--- src/rtl/tpll_pkg.sv ---
package tpll_pkg;
  localparam int NUM_REFS = 12;
  localparam int SEL_W    = $clog2(NUM_REFS);

  typedef enum logic [1:0] {
    SUB_OFF       = 2'b00,
    SUB_UNLK_SLOW = 2'b01,
    SUB_UNLK_FAST = 2'b10,
    SUB_FOLLOW    = 2'b11
  } sub_mode_e;

  // Reference frequency in Hz for each select code; unused codes clamp to the highest.
  function automatic int unsigned ref_hz(input int unsigned code);
    case (code)
      0:       return 1000;
      1:       return 3000;
      2:       return 3125;
      3:       return 5000;
      4:       return 6250;
      5:       return 9000;
      6:       return 10000;
      7:       return 12500;
      8:       return 25000;
      9:       return 30000;
      10:      return 50000;
      default: return 100000;
    endcase
  endfunction
endpackage

--- src/rtl/tpll_ref_div.sv ---
module tpll_ref_div
  import tpll_pkg::*;
#(
  parameter int XTAL_HZ = 4_500_000,
  localparam int REF_W  = $clog2(XTAL_HZ / 1000 + 1)
) (
  input  logic             clk,
  input  logic             rst,
  input  logic             stop,
  input  logic [SEL_W-1:0] sel,
  output logic             ref_tick
);
  logic [REF_W-1:0] lim_tab [2**SEL_W];
  logic [REF_W-1:0] cnt;

  for (genvar g = 0; g < 2**SEL_W; g++) begin : g_tab
    assign lim_tab[g] = REF_W'(XTAL_HZ / ref_hz(g) - 1);
  end

  // Greater-or-equal so a shorter period chosen mid-count ends at once.
  assign ref_tick = !stop && (cnt >= lim_tab[sel]);

  always_ff @(posedge clk) begin
    if (rst || stop || ref_tick) cnt <= '0;
    else                         cnt <= cnt + REF_W'(1);
  end
endmodule

--- src/rtl/tpll_n_div.sv ---
module tpll_n_div #(
  parameter int N_W = 16
) (
  input  logic           clk,
  input  logic           rst,
  input  logic           stop,
  input  logic           osc_in,
  input  logic [N_W-1:0] n_val,
  output logic           div_tick
);
  logic [2:0]     smp;
  logic [N_W-1:0] cnt, n_act, n_eff;
  logic           rise;

  assign rise     = smp[1] && !smp[2];
  assign n_eff    = (n_val == '0) ? N_W'(1) : n_val;
  assign div_tick = !stop && rise && (cnt == n_act - N_W'(1));

  always_ff @(posedge clk) begin
    if (rst) smp <= '0;
    else     smp <= {smp[1:0], osc_in};
  end

  // Ratio shadow: reloaded only while parked or at terminal count.
  always_ff @(posedge clk) begin
    if (rst || stop) begin
      cnt   <= '0;
      n_act <= n_eff;
    end else if (div_tick) begin
      cnt   <= '0;
      n_act <= n_eff;
    end else if (rise) begin
      cnt   <= cnt + N_W'(1);
    end
  end
endmodule

--- src/rtl/tpll_pfd.sv ---
module tpll_pfd
  import tpll_pkg::*;
(
  input  logic       clk,
  input  logic       rst,
  input  logic       stop,
  input  logic       ref_tick,
  input  logic       div_tick,
  input  logic       locked,
  input  logic [1:0] sub_mode,
  output logic       pump_hi,
  output logic       pump_lo,
  output logic       pump_en,
  output logic       sub_hi,
  output logic       sub_lo,
  output logic       sub_en,
  output logic       sub_fast
);
  sub_mode_e mode;
  logic      hi_set, lo_set, hi_d, lo_d, sub_on;

  assign mode = sub_mode_e'(sub_mode);

  always_comb begin
    hi_set = pump_hi || div_tick;
    lo_set = pump_lo || ref_tick;
    // Both flops set: clear both, so coincident ticks give no drive.
    hi_d   = hi_set && !lo_set;
    lo_d   = lo_set && !hi_set;
    case (mode)
      SUB_FOLLOW:                   sub_on = 1'b1;
      SUB_UNLK_SLOW, SUB_UNLK_FAST: sub_on = !locked;
      default:                      sub_on = 1'b0;
    endcase
  end

  always_ff @(posedge clk) begin
    if (rst || stop) begin
      pump_hi  <= 1'b0;
      pump_lo  <= 1'b0;
      pump_en  <= 1'b0;
      sub_hi   <= 1'b0;
      sub_lo   <= 1'b0;
      sub_en   <= 1'b0;
      sub_fast <= 1'b0;
    end else begin
      pump_hi  <= hi_d;
      pump_lo  <= lo_d;
      pump_en  <= hi_d || lo_d;
      sub_hi   <= hi_d && sub_on;
      sub_lo   <= lo_d && sub_on;
      sub_en   <= (hi_d || lo_d) && sub_on;
      sub_fast <= (mode == SUB_UNLK_FAST);
    end
  end
endmodule

--- src/rtl/tpll_lock_det.sv ---
module tpll_lock_det #(
  parameter int UNLOCK_CLKS = 8,
  parameter int LOCK_CYCLES = 4,
  localparam int WID_W = $clog2(UNLOCK_CLKS + 1),
  localparam int CLN_W = $clog2(LOCK_CYCLES + 1)
) (
  input  logic clk,
  input  logic rst,
  input  logic stop,
  input  logic pump_act,
  input  logic ref_tick,
  output logic locked
);
  logic [WID_W-1:0] wid;
  logic [CLN_W-1:0] clean;
  logic             dirty, wide;

  // Active now, after UNLOCK_CLKS active cycles already seen: pulse too wide.
  assign wide = pump_act && (wid == WID_W'(UNLOCK_CLKS));

  always_ff @(posedge clk) begin
    if (rst || stop) begin
      wid    <= '0;
      dirty  <= 1'b0;
      clean  <= '0;
      locked <= 1'b0;
    end else begin
      if (!pump_act)                      wid <= '0;
      else if (wid != WID_W'(UNLOCK_CLKS)) wid <= wid + WID_W'(1);

      if (ref_tick) begin
        dirty <= 1'b0;
        if (dirty || wide) begin
          clean  <= '0;
          locked <= 1'b0;
        end else if (clean != CLN_W'(LOCK_CYCLES)) begin
          clean  <= clean + CLN_W'(1);
          locked <= (clean + CLN_W'(1) == CLN_W'(LOCK_CYCLES));
        end
      end else if (wide) begin
        dirty <= 1'b1;
      end
    end
  end
endmodule

--- src/rtl/tune_pll_core.sv ---
module tune_pll_core #(
  parameter int XTAL_HZ     = 4_500_000,
  parameter int N_W         = 16,
  parameter int UNLOCK_CLKS = 8,
  parameter int LOCK_CYCLES = 4
) (
  input  logic           clk,
  input  logic           rst,
  input  logic           stop,
  input  logic           osc_in,
  input  logic [N_W-1:0] n_val,
  input  logic [3:0]     ref_sel,
  input  logic [1:0]     sub_mode,
  output logic           pump_hi,
  output logic           pump_lo,
  output logic           pump_en,
  output logic           sub_hi,
  output logic           sub_lo,
  output logic           sub_en,
  output logic           sub_fast,
  output logic           locked
);
  logic ref_tick, div_tick;

  tpll_ref_div #(.XTAL_HZ(XTAL_HZ)) u_ref (
    .clk(clk), .rst(rst), .stop(stop), .sel(ref_sel), .ref_tick(ref_tick)
  );

  tpll_n_div #(.N_W(N_W)) u_ndiv (
    .clk(clk), .rst(rst), .stop(stop), .osc_in(osc_in), .n_val(n_val),
    .div_tick(div_tick)
  );

  tpll_pfd u_pfd (
    .clk(clk), .rst(rst), .stop(stop), .ref_tick(ref_tick), .div_tick(div_tick),
    .locked(locked), .sub_mode(sub_mode),
    .pump_hi(pump_hi), .pump_lo(pump_lo), .pump_en(pump_en),
    .sub_hi(sub_hi), .sub_lo(sub_lo), .sub_en(sub_en), .sub_fast(sub_fast)
  );

  tpll_lock_det #(.UNLOCK_CLKS(UNLOCK_CLKS), .LOCK_CYCLES(LOCK_CYCLES)) u_lock (
    .clk(clk), .rst(rst), .stop(stop), .pump_act(pump_en), .ref_tick(ref_tick),
    .locked(locked)
  );
endmodule

--- config.mk ---
export PLATFORM = sky130hd
export DESIGN_NAME = tune_pll_core
export DESIGN_NICKNAME = d
export VERILOG_FILES = /design/src/rtl/tpll_pkg.sv /design/src/rtl/tpll_ref_div.sv /design/src/rtl/tpll_n_div.sv /design/src/rtl/tpll_pfd.sv /design/src/rtl/tpll_lock_det.sv /design/src/rtl/tune_pll_core.sv
export SDC_FILE = /design/constraint.sdc
export NUM_CORES = 1
export LEC_CHECK = 0
export ABC_CLOCK_PERIOD_IN_PS = 3500
export CAP_MARGIN = 20
export CORE_MARGIN = 2
export CORE_UTILIZATION = 54
export CTS_BUF_LIST = sky130_fd_sc_hd__clkbuf_2
export DETAILED_ROUTE_END_ITERATION = 10
export PLACE_DENSITY = 0.79
export SLEW_MARGIN = 5
export SYNTH_ARGS = -nofsm -noshare
export SYNTH_HDL_FRONTEND = slang
export SYNTH_SLANG_ARGS = --single-unit
--- constraint.sdc ---
create_clock -name clk -period 3.5 [get_ports clk]
set_clock_uncertainty 0.2 [all_clocks]
set_input_delay 0.525 -clock clk [delete_from_list [all_inputs] [get_ports clk]]
set_output_delay 0.525 -clock clk [all_outputs]
set_load 0.03 [all_outputs]
### Word level (Yosys, flattened, before mapping)

Memory sizes are Yosys's and may differ from the RTL's.
Cells that the tools add are included.

* flip-flop bits (word level): 64
* ROM bits: 208
* bits of input ports: 26
* output and inout bits: 8
* logic and storage cells: 72
* memories kept: 1

* add/subtract/negate cells: 5
* order comparisons: 2
* equal/unequal tests: 8
* multiplexer cells: 10
* bitwise gates (word level): 2
* reduce and logical (&&, ||, !) cells: 29

Memories
* (name not given): words 16, bits a word 13, read ports 1, clocked after memory_dff 0, wr ports 0, RTL line tpll_ref_div.sv:21 `assign ref_tick = !stop && (cnt >= lim_tab[sel]);`

Operators with widths (count)
* $mux W16: 3
* $mux W13: 2
* $add A16 B1 Y16 const B: 1
* $eq A16 B16 Y1: 1
* $logic_not A16 Y1: 1
* $sub A16 B1 Y16 const B: 1
* $add A13 B1 Y13 const B: 1
* $ge A13 B13 Y1: 1
* $logic_and A1 B1 Y1: 10
* $reduce_or A2 Y1: 4
* $logic_or A1 B1 Y1: 6
* $mux W3: 2
* $ge A5 B5 Y1 const B: 1
* $logic_not A1 Y1: 5
* $not A4 Y5: 1
* $add A4 B1 Y4 const B: 1
* $eq A2 B2 Y1 const B: 2
* $eq A4 B4 Y1 const B: 1
* $ne A4 B4 Y1 const B: 1
* $reduce_bool A2 Y1: 2
* $add A3 B1 Y3 const B: 1
* $eq A3 B3 Y1 const B: 1
* $ne A3 B3 Y1 const B: 1
* $eq A2 B1 Y1 const B: 1
* 4 further kinds: 5

### Longest topological paths before layout

Gate-level depths: netlist of run 1.

* word-level depth: 11
* gate-level depth with buffers: 15
* depth with buffers taken out: 15

### Hierarchy

From an unflattened synthesis of run 1, not the netlist that was laid out.

* cells, all modules: 406
* area, all modules: 3827.4 µm²

Modules (own cells, without submodules)
* tpll_n_div: instances 1, cells each 189, area each 1895.6 µm², seq. area each 860.8 µm²
* tpll_ref_div: instances 1, cells each 130, area each 1106.1 µm², seq. area each 260.2 µm²
* tpll_lock_det: instances 1, cells each 56, area each 518.0 µm², seq. area each 180.2 µm²
* tpll_pfd: instances 1, cells each 31, area each 307.8 µm², seq. area each 140.1 µm²

### Least setup slack after synthesis of run 1

Ideal clock, no wire load.

* path kind: register to register
* start: reg u_ndiv.n_act[0]
* end: reg u_ndiv.n_act[0], enable pin
* library setup time: 375 ps
* data arrival time: 2919 ps
* data required time: 2925 ps
* path slack: 6 ps
* cell stages (with the launch flop): 9
* cells stage by stage: edfxtp_1 -> inv_1 -> ha_1 -> or4b_2 -> or3_1 -> a211oi_1 -> nand4_1 -> nor4_4 -> nand2b_1

* cells in the longest elaborated chain, start to end: 4

RTL lines
* start, declared: RTL line tpll_n_div.sv:12 `logic [N_W-1:0] cnt, n_act, n_eff;`
* start signal, assigned: RTL line tpll_n_div.sv:28 `n_act <= n_eff;`
* start signal, assigned: RTL line tpll_n_div.sv:31 `n_act <= n_eff;`
* $sub A16 B1 Y16: RTL line tpll_n_div.sv:17 `assign div_tick = !stop && rise && (cnt == n_act - N_W'(1));`
* $eq A16 B16 Y1: RTL line tpll_n_div.sv:17
* $logic_and A1 B1 Y1: RTL line tpll_n_div.sv:17
* $reduce_bool A2 Y1 (no source line)

Every way passes these cells.
A chain may end at the register's enable or synchronous reset.

### Final worst setup path of run 1

* start: reg u_ndiv.n_act[0]
* end: reg u_pfd.sub_en

* cells in the longest elaborated chain, start to end: 8
* elaborated cells between the ends (all ways): 9
* classes of those cells: add/sub (1); eq/ne (1); reduce/logical (7)

RTL lines
* $sub A16 B1 Y16 (*): RTL line tpll_n_div.sv:17
* $eq A16 B16 Y1 (*): RTL line tpll_n_div.sv:17
* $logic_and A1 B1 Y1 (*): RTL line tpll_n_div.sv:17
* $logic_or A1 B1 Y1 (*): RTL line tpll_pfd.sv:25 `hi_set = pump_hi || div_tick;`
* $logic_not A1 Y1: RTL line tpll_pfd.sv:29 `lo_d = lo_set && !hi_set;`
* $logic_and A1 B1 Y1: RTL line tpll_pfd.sv:29
* $logic_or A1 B1 Y1 (*): RTL line tpll_pfd.sv:52 `sub_en <= (hi_d || lo_d) && sub_on;`
* $logic_and A1 B1 Y1 (*): RTL line tpll_pfd.sv:52
* end signal, assigned: RTL line tpll_pfd.sv:52
* end, declared: RTL line tpll_pfd.sv:16 `output logic sub_en,`

Mark *: on every way between the ends. The rest lies on a longest branch, timed or not.

==> impl_metrics.prom, run 1 <==
# TYPE chip_impl_metric gauge
chip_impl_metric{name="core.rowCount",unit=""} 29
chip_impl_metric{name="yosysWarningCount",unit=""} 0
chip_impl_metric{name="pwr-share-clk",unit=""} 0.334
chip_impl_info{name="path_cells",value="buf_4 > or4_4 > or4_1 > o2111ai_1 > o22ai_1 > nor4_4 > or2_4 > ha_1 > nor3_2 > and2_1"} 1
chip_impl_info{name="min-delay-start",value="u_ndiv.smp[0]"} 1
chip_impl_info{name="regToRegEndpoint",value="u_pfd.sub_en"} 1
chip_impl_info{name="highest-signal-layer",value="met4"} 1
chip_impl_metric{name="power.switching",unit="mW"} 0.365
chip_impl_metric{name="detailed_place.area",unit="mm²"} 0.00414
chip_impl_metric{name="crit_fanout",unit=""} 9
chip_impl_metric{name="maxSlewHeadroom",unit=""} 0.602
chip_impl_info{name="cts_tree",value="yes"} 1
chip_impl_metric{name="final-setup-viol-count",unit=""} 0
chip_impl_metric{name="power",unit="mW"} 1.47
chip_impl_metric{name="floorplan.core_area",unit="mm²"} 0.00642
chip_impl_info{name="crit_type",value="flip-flop to flip-flop"} 1
chip_impl_metric{name="drt-total-wl",unit="mm"} 7.42
chip_impl_metric{name="synth_sequential_area_ratio",unit=""} 0.396
chip_impl_metric{name="path_buf_inv",unit=""} 1
chip_impl_metric{name="effective_utilization_at_floorplan",unit=""} 0.567
chip_impl_metric{name="seqPwrFrac",unit=""} 0.543
chip_impl_metric{name="pwr_density_cell",unit="mW/mm²"} 341
chip_impl_metric{name="design.portCount",unit=""} 34
chip_impl_metric{name="finalHoldViolCount",unit=""} 0
chip_impl_metric{name="min_period",unit="ns"} 3.37
chip_impl_info{name="postSynth.topFlopCell",value="sky130_fd_sc_hd__dfxtp_1"} 1
chip_impl_metric{name="cts_hold_buf",unit=""} 0
chip_impl_info{name="setup.worst_path.end_class",value="flip-flop"} 1
chip_impl_metric{name="power.leakage",unit="nW"} 1.73
chip_impl_metric{name="post_drt_via_cell_ratio",unit=""} 5.63
chip_impl_metric{name="synth_area",unit="mm²"} 0.00364
chip_impl_metric{name="first_global_vias",unit=""} 2826
chip_impl_info{name="critical-path-top-delay-family",value="simple AND/OR/NAND/NOR gates"} 1
chip_impl_metric{name="final_min_period_over_clock_period",unit=""} 0.964
chip_impl_metric{name="tightestPinTransition",unit="ns"} 0.592
chip_impl_metric{name="worst-endpoint-required",unit="ns"} 3.75
chip_impl_metric{name="antenna_cells_inserted",unit=""} 0
chip_impl_metric{name="final_core_utilization",unit=""} 0.673
chip_impl_metric{name="drc",unit=""} 0
chip_impl_metric{name="grt_max_degree",unit=""} 17
chip_impl_metric{name="numPortBuffers",unit=""} 33
chip_impl_metric{name="final_cell_count_no_fill",unit=""} 520
chip_impl_info{name="cp-start-kind",value="flip-flop"} 1
chip_impl_metric{name="floorplan.die.height",unit="µm"} 86.1
chip_impl_metric{name="layout-drive-gt1-share",unit=""} 0.120
chip_impl_metric{name="worst_ir_drop_vdd",unit="µV"} 219
chip_impl_metric{name="setup_total_negative_slack",unit="ns"} 0
chip_impl_metric{name="maximum_buffer_depth_of_the_clock_tree",unit=""} 2
chip_impl_metric{name="cpPeakStageDelay",unit="ns"} 0.58
chip_impl_metric{name="met3WireLength",unit="µm"} 259
chip_impl_info{name="timing_startpoint_of_the_critical_path",value="u_ndiv.n_act[0]"} 1
chip_impl_metric{name="layout.cell_area.non_filler",unit="mm²"} 0.00432
chip_impl_metric{name="grt_antenna_before_repair",unit=""} 0
chip_impl_metric{name="synth_enable_flop_cells",unit=""} 16
chip_impl_metric{name="place.detailed.instances",unit=""} 502
chip_impl_info{name="cp-endpoint",value="u_pfd.sub_en"} 1
chip_impl_metric{name="dp_hpwl",unit="mm"} 5.57
chip_impl_metric{name="count_of_unique_library_cells_instantiated_by_yosys",unit=""} 45
chip_impl_metric{name="async_reset_ff_frac",unit=""} 0
chip_impl_metric{name="areaGrowthSynthToFinish",unit="%"} 18.8
chip_impl_metric{name="detail_route.iter0.violations",unit=""} 103
chip_impl_metric{name="swShare",unit=""} 0.248
chip_impl_metric{name="clock_sinks",unit=""} 64
chip_impl_metric{name="count_of_final_max_slew_check_failures",unit=""} 0
chip_impl_metric{name="logic_depth_of_the_worst_setup_path_including_buffers",unit=""} 10
chip_impl_metric{name="fmax",unit="MHz"} 296
chip_impl_metric{name="cts_buffers",unit=""} 9
chip_impl_metric{name="drv.max_cap_violation_count",unit=""} 0
chip_impl_metric{name="drt-met1-wl",unit="mm"} 3.39
chip_impl_metric{name="synthesis.instances",unit=""} 398
chip_impl_metric{name="clkSlewWorstSetupHoldPaths",unit="ns"} 0.17
chip_impl_metric{name="final_net_count",unit=""} 494
chip_impl_metric{name="die_w",unit="µm"} 86.1
chip_impl_metric{name="globalplace.congestion",unit=""} 0.875
chip_impl_metric{name="preCtsSetupSlack",unit="ns"} -0.233
chip_impl_metric{name="gr-total-overflow",unit=""} 0
chip_impl_info{name="min_path_type",value="flip-flop to flip-flop"} 1
chip_impl_info{name="clockRootBuffer",value="sky130_fd_sc_hd__clkbuf_2"} 1
chip_impl_metric{name="crit_path_setup_slack_layout",unit="ns"} 0.125
chip_impl_metric{name="combinational_share_of_power",unit=""} 0.123
chip_impl_metric{name="final_antenna_net_count",unit=""} 0
chip_impl_metric{name="syn_avg_cell_area",unit="µm²"} 9.15
chip_impl_metric{name="floorplan.die_area",unit="mm²"} 0.00741
chip_impl_metric{name="worst_hold_slack",unit="ns"} 0.246
chip_impl_metric{name="h-tree-depth",unit=""} 3
chip_impl_metric{name="clk_latency",unit="ns"} 0.49
chip_impl_metric{name="post_detailed_route_wirelength_per_cell",unit="µm"} 14.3
chip_impl_metric{name="ys_ff_latch",unit=""} 64
chip_impl_metric{name="crit_arrival",unit="ns"} 3.62
chip_impl_metric{name="drt_pass1_iterations",unit=""} 5
chip_impl_info{name="run_status",value="finished, final reports clean"} 1
chip_impl_metric{name="mappedNetlistNets",unit=""} 454
chip_impl_metric{name="r2r_cells",unit=""} 10
chip_impl_metric{name="intPower",unit="mW"} 1.11
chip_impl_metric{name="detailroute.wirelength.met2",unit="mm"} 3.61
chip_impl_info{name="r2r-start",value="u_ndiv.n_act[0]"} 1
chip_impl_metric{name="ff2ff_setup_slack",unit="ns"} 0.13
chip_impl_metric{name="via_count",unit=""} 2929
chip_impl_metric{name="global_routing_usage_summed_across_all_routing_layers",unit=""} 0.214
chip_impl_info{name="worst_path_max_delay_cell",value="sky130_fd_sc_hd__or4_4"} 1
chip_impl_metric{name="grt_first_pass_wirelength",unit="mm"} 12.5
## layer usage
metal | up-vias | global-route usage
li1 | 1473 | -
met1 | 1383 | 0.267
met2 | 58 | 0.355
met3 | 15 | 0.0433
met4 | 0 | 0.0981
met5 | - | 0
## sequential cells by signal, summed over array words and instances, names as in the netlist
name / count
u_pfd.pump_en: 1
u_ref.cnt: 13
u_pfd.sub_hi: 1
u_lock.wid: 4
u_pfd.pump_hi: 1
u_ndiv.n_act: 16
u_pfd.sub_fast: 1
u_ndiv.cnt: 16
u_pfd.sub_en: 1
u_lock.dirty: 1
u_pfd.sub_lo: 1
u_lock.locked: 1
u_ndiv.smp: 3
u_lock.clean: 3
u_pfd.pump_lo: 1
## synthesized netlist by cell type (all sizes together), types with 3 or more instances
master   n  area share
nor4    18       0.039
clkbuf  24       0.025
inv     17       0.018
edfxtp  16        0.13
a21oi   13       0.018
or3      4      0.0069
xnor2   23       0.055
and3    11       0.019
ha      30        0.10
mux2i    9       0.025
o31ai    4      0.0083
nand4b   4      0.0096
nor3    10       0.014
or2      5      0.0086
nand3   13       0.018
nand2   28       0.029
nor2b    5      0.0086
buf      3      0.0058
nand2b   3      0.0052
nand4    7       0.012
o21ai   10       0.014
dfxtp   48        0.26
nor2    37       0.038
xor2    24       0.058
or4      4      0.0083
a21o     3      0.0062
and2     6       0.010
## cells in the final DEF, fill, tap and decap left out, types with 3 or more instances in the layout
cell                              instances
sky130_fd_sc_hd__a21o_1                   3
sky130_fd_sc_hd__a21oi_1                 13
sky130_fd_sc_hd__and2_1                   6
sky130_fd_sc_hd__and3_1                  11
sky130_fd_sc_hd__buf_4                   21
sky130_fd_sc_hd__clkbuf_2                11
sky130_fd_sc_hd__clkdlybuf4s50_1         33
sky130_fd_sc_hd__dfxtp_1                 48
sky130_fd_sc_hd__edfxtp_1                16
sky130_fd_sc_hd__ha_1                    29
sky130_fd_sc_hd__inv_1                   16
sky130_fd_sc_hd__mux2i_1                  9
sky130_fd_sc_hd__nand2_1                 28
sky130_fd_sc_hd__nand2b_1                 3
sky130_fd_sc_hd__nand3_1                 13
sky130_fd_sc_hd__nand4_1                  7
sky130_fd_sc_hd__nand4b_1                 4
sky130_fd_sc_hd__nor2_1                  37
sky130_fd_sc_hd__nor2b_1                  5
sky130_fd_sc_hd__nor3_1                   9
sky130_fd_sc_hd__nor4_1                  15
sky130_fd_sc_hd__o21ai_0                  9
sky130_fd_sc_hd__o31ai_1                  4
sky130_fd_sc_hd__or2_2                    4
sky130_fd_sc_hd__or3_1                    3
sky130_fd_sc_hd__or4_1                    3
sky130_fd_sc_hd__xnor2_1                 23
sky130_fd_sc_hd__xor2_1                  24
## what timing repair did
action | in CTS | in global routing
setup endpoints to repair | 0 | 9
gates resized for setup | 0 | 11
setup buffers | 0 | 2
## worst min-delay path by stage
stage | endpoint | cells after the start | slack, ns
2_1_floorplan | u_ndiv.smp[1] | 1 | 0.21
5_1_grt | u_ndiv.smp[1] | 1 | 0.25
3_5_place_dp | u_ndiv.smp[1] | 1 | 0.24
4_1_cts | u_ndiv.smp[1] | 1 | 0.24
6_report | u_ndiv.smp[1] | 1 | 0.25
3_3_place_gp | u_ndiv.smp[1] | 1 | 0.23
## power by group through the flow
stage / Sequential, mW / Clock, mW / Combinational, mW
after floorplan: 0.812 / 0 / 0.101
after global placement: 0.814 / 0 / 0.168
after detailed placement: 0.815 / 0 / 0.174
after CTS: 0.799 / 0.498 / 0.176
after global routing: 0.805 / 0.531 / 0.202
final: 0.801 / 0.492 / 0.182
## final cells by class
type	count	area (µm²)
clock inverters	5	72.6
repair buffers	56	528
fillers	509	2100
well taps	77	96.3
inverters	17	63.8
flip-flops and latches	64	1440
multi-input cells	290	2070
clock buffers	11	55.1
## cells by family after synthesis
family,synth area share
and+or+nand+nor,0.238
adders and majority gates,0.103
muxes,0.0248
DFF,0.396
buffers and inverters,0.0481
AOI/OAI and AO/OA,0.0770
xor gates and xnor gates,0.113
(Power assumes the default switching activity.)
==> inputs of run 2 (changes only) <==
- SETUP_SLACK_MARGIN: not set -> 0.2
==> run 2 against run 1 <==
  * Register-to-register slack better by 0.08 ns
  * Critical endpoint is now u_pfd.sub_lo
  * Critical path depth rose by 1
  * Routed wire length rose by 6.0%
  * First-iteration DRC count increased by 97%
  * Via count is 0.75% higher
  * Highest routed layer unchanged
  * Sequential power about the same
==> impl_metrics.prom, run 2 (synthesis gave the netlist of run 1 again) <==
# TYPE chip_impl_metric gauge
chip_impl_metric{name="globalRouteMet2Util",unit=""} 0.381
chip_impl_info{name="clockRootBuffer",value="sky130_fd_sc_hd__clkbuf_2"} 1
chip_impl_info{name="min_to",value="u_ndiv.smp[1]"} 1
chip_impl_metric{name="layout.cell_area.non_filler",unit="mm²"} 0.00435
chip_impl_metric{name="worst_ir_drop_vdd",unit="µV"} 255
chip_impl_metric{name="final_core_utilization",unit=""} 0.678
chip_impl_metric{name="drv.max_cap_violation_count",unit=""} 0
chip_impl_metric{name="numPortBuffers",unit=""} 33
chip_impl_metric{name="globalplace.congestion",unit=""} 0.853
chip_impl_metric{name="layout-drive-gt1-share",unit=""} 0.146
chip_impl_metric{name="core.rowCount",unit=""} 29
chip_impl_info{name="rsz_0062_raised_after_global_routing",value="false"} 1
chip_impl_metric{name="floorplan.die.height",unit="µm"} 86.1
chip_impl_info{name="run_status",value="finished, final reports clean"} 1
chip_impl_metric{name="crit_arrival",unit="ns"} 3.56
chip_impl_metric{name="antenna_cells_inserted",unit=""} 0
chip_impl_metric{name="via_count",unit=""} 2951
chip_impl_info{name="cp-start-kind",value="flip-flop"} 1
chip_impl_metric{name="power.leakage",unit="nW"} 1.74
chip_impl_info{name="min_path_type",value="flip-flop to flip-flop"} 1
chip_impl_metric{name="grt_antenna_before_repair",unit=""} 0
chip_impl_metric{name="floorplan.die_area",unit="mm²"} 0.00741
chip_impl_metric{name="effective_utilization_at_floorplan",unit=""} 0.567
chip_impl_metric{name="setup_total_negative_slack",unit="ns"} 0
chip_impl_metric{name="gr-total-overflow",unit=""} 0
chip_impl_metric{name="cts_buffers",unit=""} 9
chip_impl_metric{name="clk_latency",unit="ns"} 0.54
chip_impl_metric{name="clkSlewWorstSetupHoldPaths",unit="ns"} 0.21
chip_impl_metric{name="tightestPinTransition",unit="ns"} 0.711
chip_impl_info{name="global_route.peak_usage_layer",value="met2"} 1
chip_impl_metric{name="areaGrowthSynthToFinish",unit="%"} 19.6
chip_impl_metric{name="finalHoldViolCount",unit=""} 0
chip_impl_metric{name="clock_sinks",unit=""} 64
chip_impl_metric{name="ff2ff_setup_slack",unit="ns"} 0.21
chip_impl_metric{name="floorplan.core_area",unit="mm²"} 0.00642
chip_impl_metric{name="grt_max_degree",unit=""} 17
chip_impl_metric{name="holdPathStages",unit=""} 1
chip_impl_metric{name="post_drt_via_cell_ratio",unit=""} 5.65
chip_impl_info{name="mostFrequentLayoutCell",value="sky130_fd_sc_hd__dfxtp_1"} 1
chip_impl_metric{name="maximum_buffer_depth_of_the_clock_tree",unit=""} 2
chip_impl_metric{name="h-tree-depth",unit=""} 3
chip_impl_metric{name="pwr_density_cell",unit="mW/mm²"} 336
chip_impl_metric{name="final_cell_count_no_fill",unit=""} 522
chip_impl_metric{name="post_detailed_route_wirelength_per_cell",unit="µm"} 15.1
chip_impl_metric{name="final_min_period_over_clock_period",unit=""} 0.940
chip_impl_metric{name="first_global_vias",unit=""} 3015
chip_impl_metric{name="drc",unit=""} 0
chip_impl_metric{name="final_net_count",unit=""} 496
chip_impl_metric{name="place.detailed.instances",unit=""} 497
chip_impl_info{name="crit_type",value="flip-flop to flip-flop"} 1
chip_impl_info{name="regToRegEndpoint",value="u_pfd.sub_lo"} 1
chip_impl_metric{name="drt_pass1_iterations",unit=""} 5
chip_impl_metric{name="design.portCount",unit=""} 34
chip_impl_metric{name="final-setup-viol-count",unit=""} 0
chip_impl_info{name="cts_tree",value="yes"} 1
chip_impl_metric{name="global_routing_usage_summed_across_all_routing_layers",unit=""} 0.222
chip_impl_metric{name="r2r_cells",unit=""} 11
chip_impl_info{name="setup.worst_path.end_class",value="flip-flop"} 1
chip_impl_metric{name="crit_fanout",unit=""} 5
chip_impl_metric{name="min_period",unit="ns"} 3.29
chip_impl_metric{name="fmax",unit="MHz"} 304
chip_impl_metric{name="grt_use_met3",unit=""} 0.0693
chip_impl_metric{name="final_antenna_net_count",unit=""} 0
chip_impl_info{name="r2r-start",value="u_ndiv.n_act[0]"} 1
chip_impl_info{name="min-delay-start",value="u_ndiv.smp[0]"} 1
chip_impl_metric{name="dp_hpwl",unit="mm"} 5.49
chip_impl_metric{name="drt-total-wl",unit="mm"} 7.86
chip_impl_info{name="layout.cells.most_common_list",value="sky130_fd_sc_hd__dfxtp_1 (48), sky130_fd_sc_hd__nor2_1 (37), sky130_fd_sc_hd__clkdlybuf4s50_1 (33)"} 1
chip_impl_metric{name="maxSlewHeadroom",unit=""} 0.524
chip_impl_metric{name="count_of_final_max_slew_check_failures",unit=""} 0
chip_impl_info{name="reg.largest.list",value="u_ndiv.cnt x16, u_ndiv.n_act x16, u_ref.cnt x13"} 1
chip_impl_metric{name="met1_usage",unit=""} 0.264
chip_impl_metric{name="detailed_place.area",unit="mm²"} 0.00410
chip_impl_metric{name="detail_route.iter0.violations",unit=""} 203
chip_impl_metric{name="grt_first_pass_wirelength",unit="mm"} 13.1
chip_impl_metric{name="die_w",unit="µm"} 86.1
chip_impl_metric{name="worst-endpoint-required",unit="ns"} 3.77
==> run 2: changes by cell type in the layout (fill, tap and decap cells not counted), moves of 2 or more <==
cell / before / now
sky130_fd_sc_hd__o22ai_1: 2 / 0
sky130_fd_sc_hd__buf_4: 21 / 23
sky130_fd_sc_hd__clkinv_1: 2 / 0
sky130_fd_sc_hd__o22ai_2: 0 / 2
sky130_fd_sc_hd__or4_4: 1 / 3
sky130_fd_sc_hd__or4_1: 3 / 1
sky130_fd_sc_hd__clkinv_4: 0 / 2
==> run 2: cell type report <==
class / count / area (µm²)
flip-flops and latches: 64 / 1440
fillers: 492 / 2070
clock buffers: 10 / 50.0
repair buffers: 57 / 523
clock inverters: 6 / 68.8
inverters: 17 / 63.8
multi-input cells: 291 / 2110
well taps: 77 / 96.3
==> run 2: worst max path at each step <==
stage	from	to	slack, ns	depth (start not counted)
floorplan	u_ndiv.n_act[0]	u_pfd.sub_lo	0.21	12
detailed placement	ref_sel[0]	u_pfd.sub_lo	-0.19	15
global route	u_ndiv.n_act[0]	u_pfd.sub_lo	0.16	11
finish	u_ndiv.n_act[0]	u_pfd.sub_lo	0.21	11
global placement	ref_sel[0]	u_pfd.sub_lo	-0.07	15
CTS	u_ndiv.n_act[5]	u_pfd.sub_en	0.21	9
==> run 2: per-stage QoR <==
step	hold slack, ns	power, mW	setup WS, ns
2_1_floorplan	0.214	0.914	0.210
6_report	0.269	1.46	0.209
3_3_place_gp	0.227	0.977	-0.0686
5_1_grt	0.300	1.53	0.156
3_5_place_dp	0.252	0.985	-0.194
4_1_cts	0.266	1.45	0.209
==> run 2: timing repair <==
item                       4_1_cts  5_1_grt
gates cloned                     0        1
resized for setup                3       12
pin swaps                        1        8
setup endpoints to repair       18       13
buffers inserted                 2        6
hold buffers                     0        0
==> run 2: where the power goes <==
| part | leakage [nW] | switching (mW) | internal, mW |
|---|---|---|---|
| clock | 0.0725 | 0.295 | 0.171 |
| sequential | 0.550 | 0.0219 | 0.782 |
| combinational | 1.12 | 0.0954 | 0.0960 |
==> run 2: layer usage <==
metal  share of wire  vias up
li1                -     1478
met1            0.44     1400
met2            0.50       68
met3           0.050        5
met4          0.0074        0
met5               0        -
==> run 2: worst max-delay path, cell delays in order, from the launching register on <==
cell and delay [ns]:
sky130_fd_sc_hd__edfxtp_1 0.49, sky130_fd_sc_hd__buf_4 0.18, sky130_fd_sc_hd__or4_4 0.59, sky130_fd_sc_hd__or4_4 0.51, sky130_fd_sc_hd__o2111ai_2 0.10, sky130_fd_sc_hd__o22ai_2 0.12
sky130_fd_sc_hd__nor4_4 0.35, sky130_fd_sc_hd__buf_4 0.18, sky130_fd_sc_hd__nor2_1 0.04, sky130_fd_sc_hd__ha_1 0.19, sky130_fd_sc_hd__and2_1 0.15, sky130_fd_sc_hd__and2_1 0.15
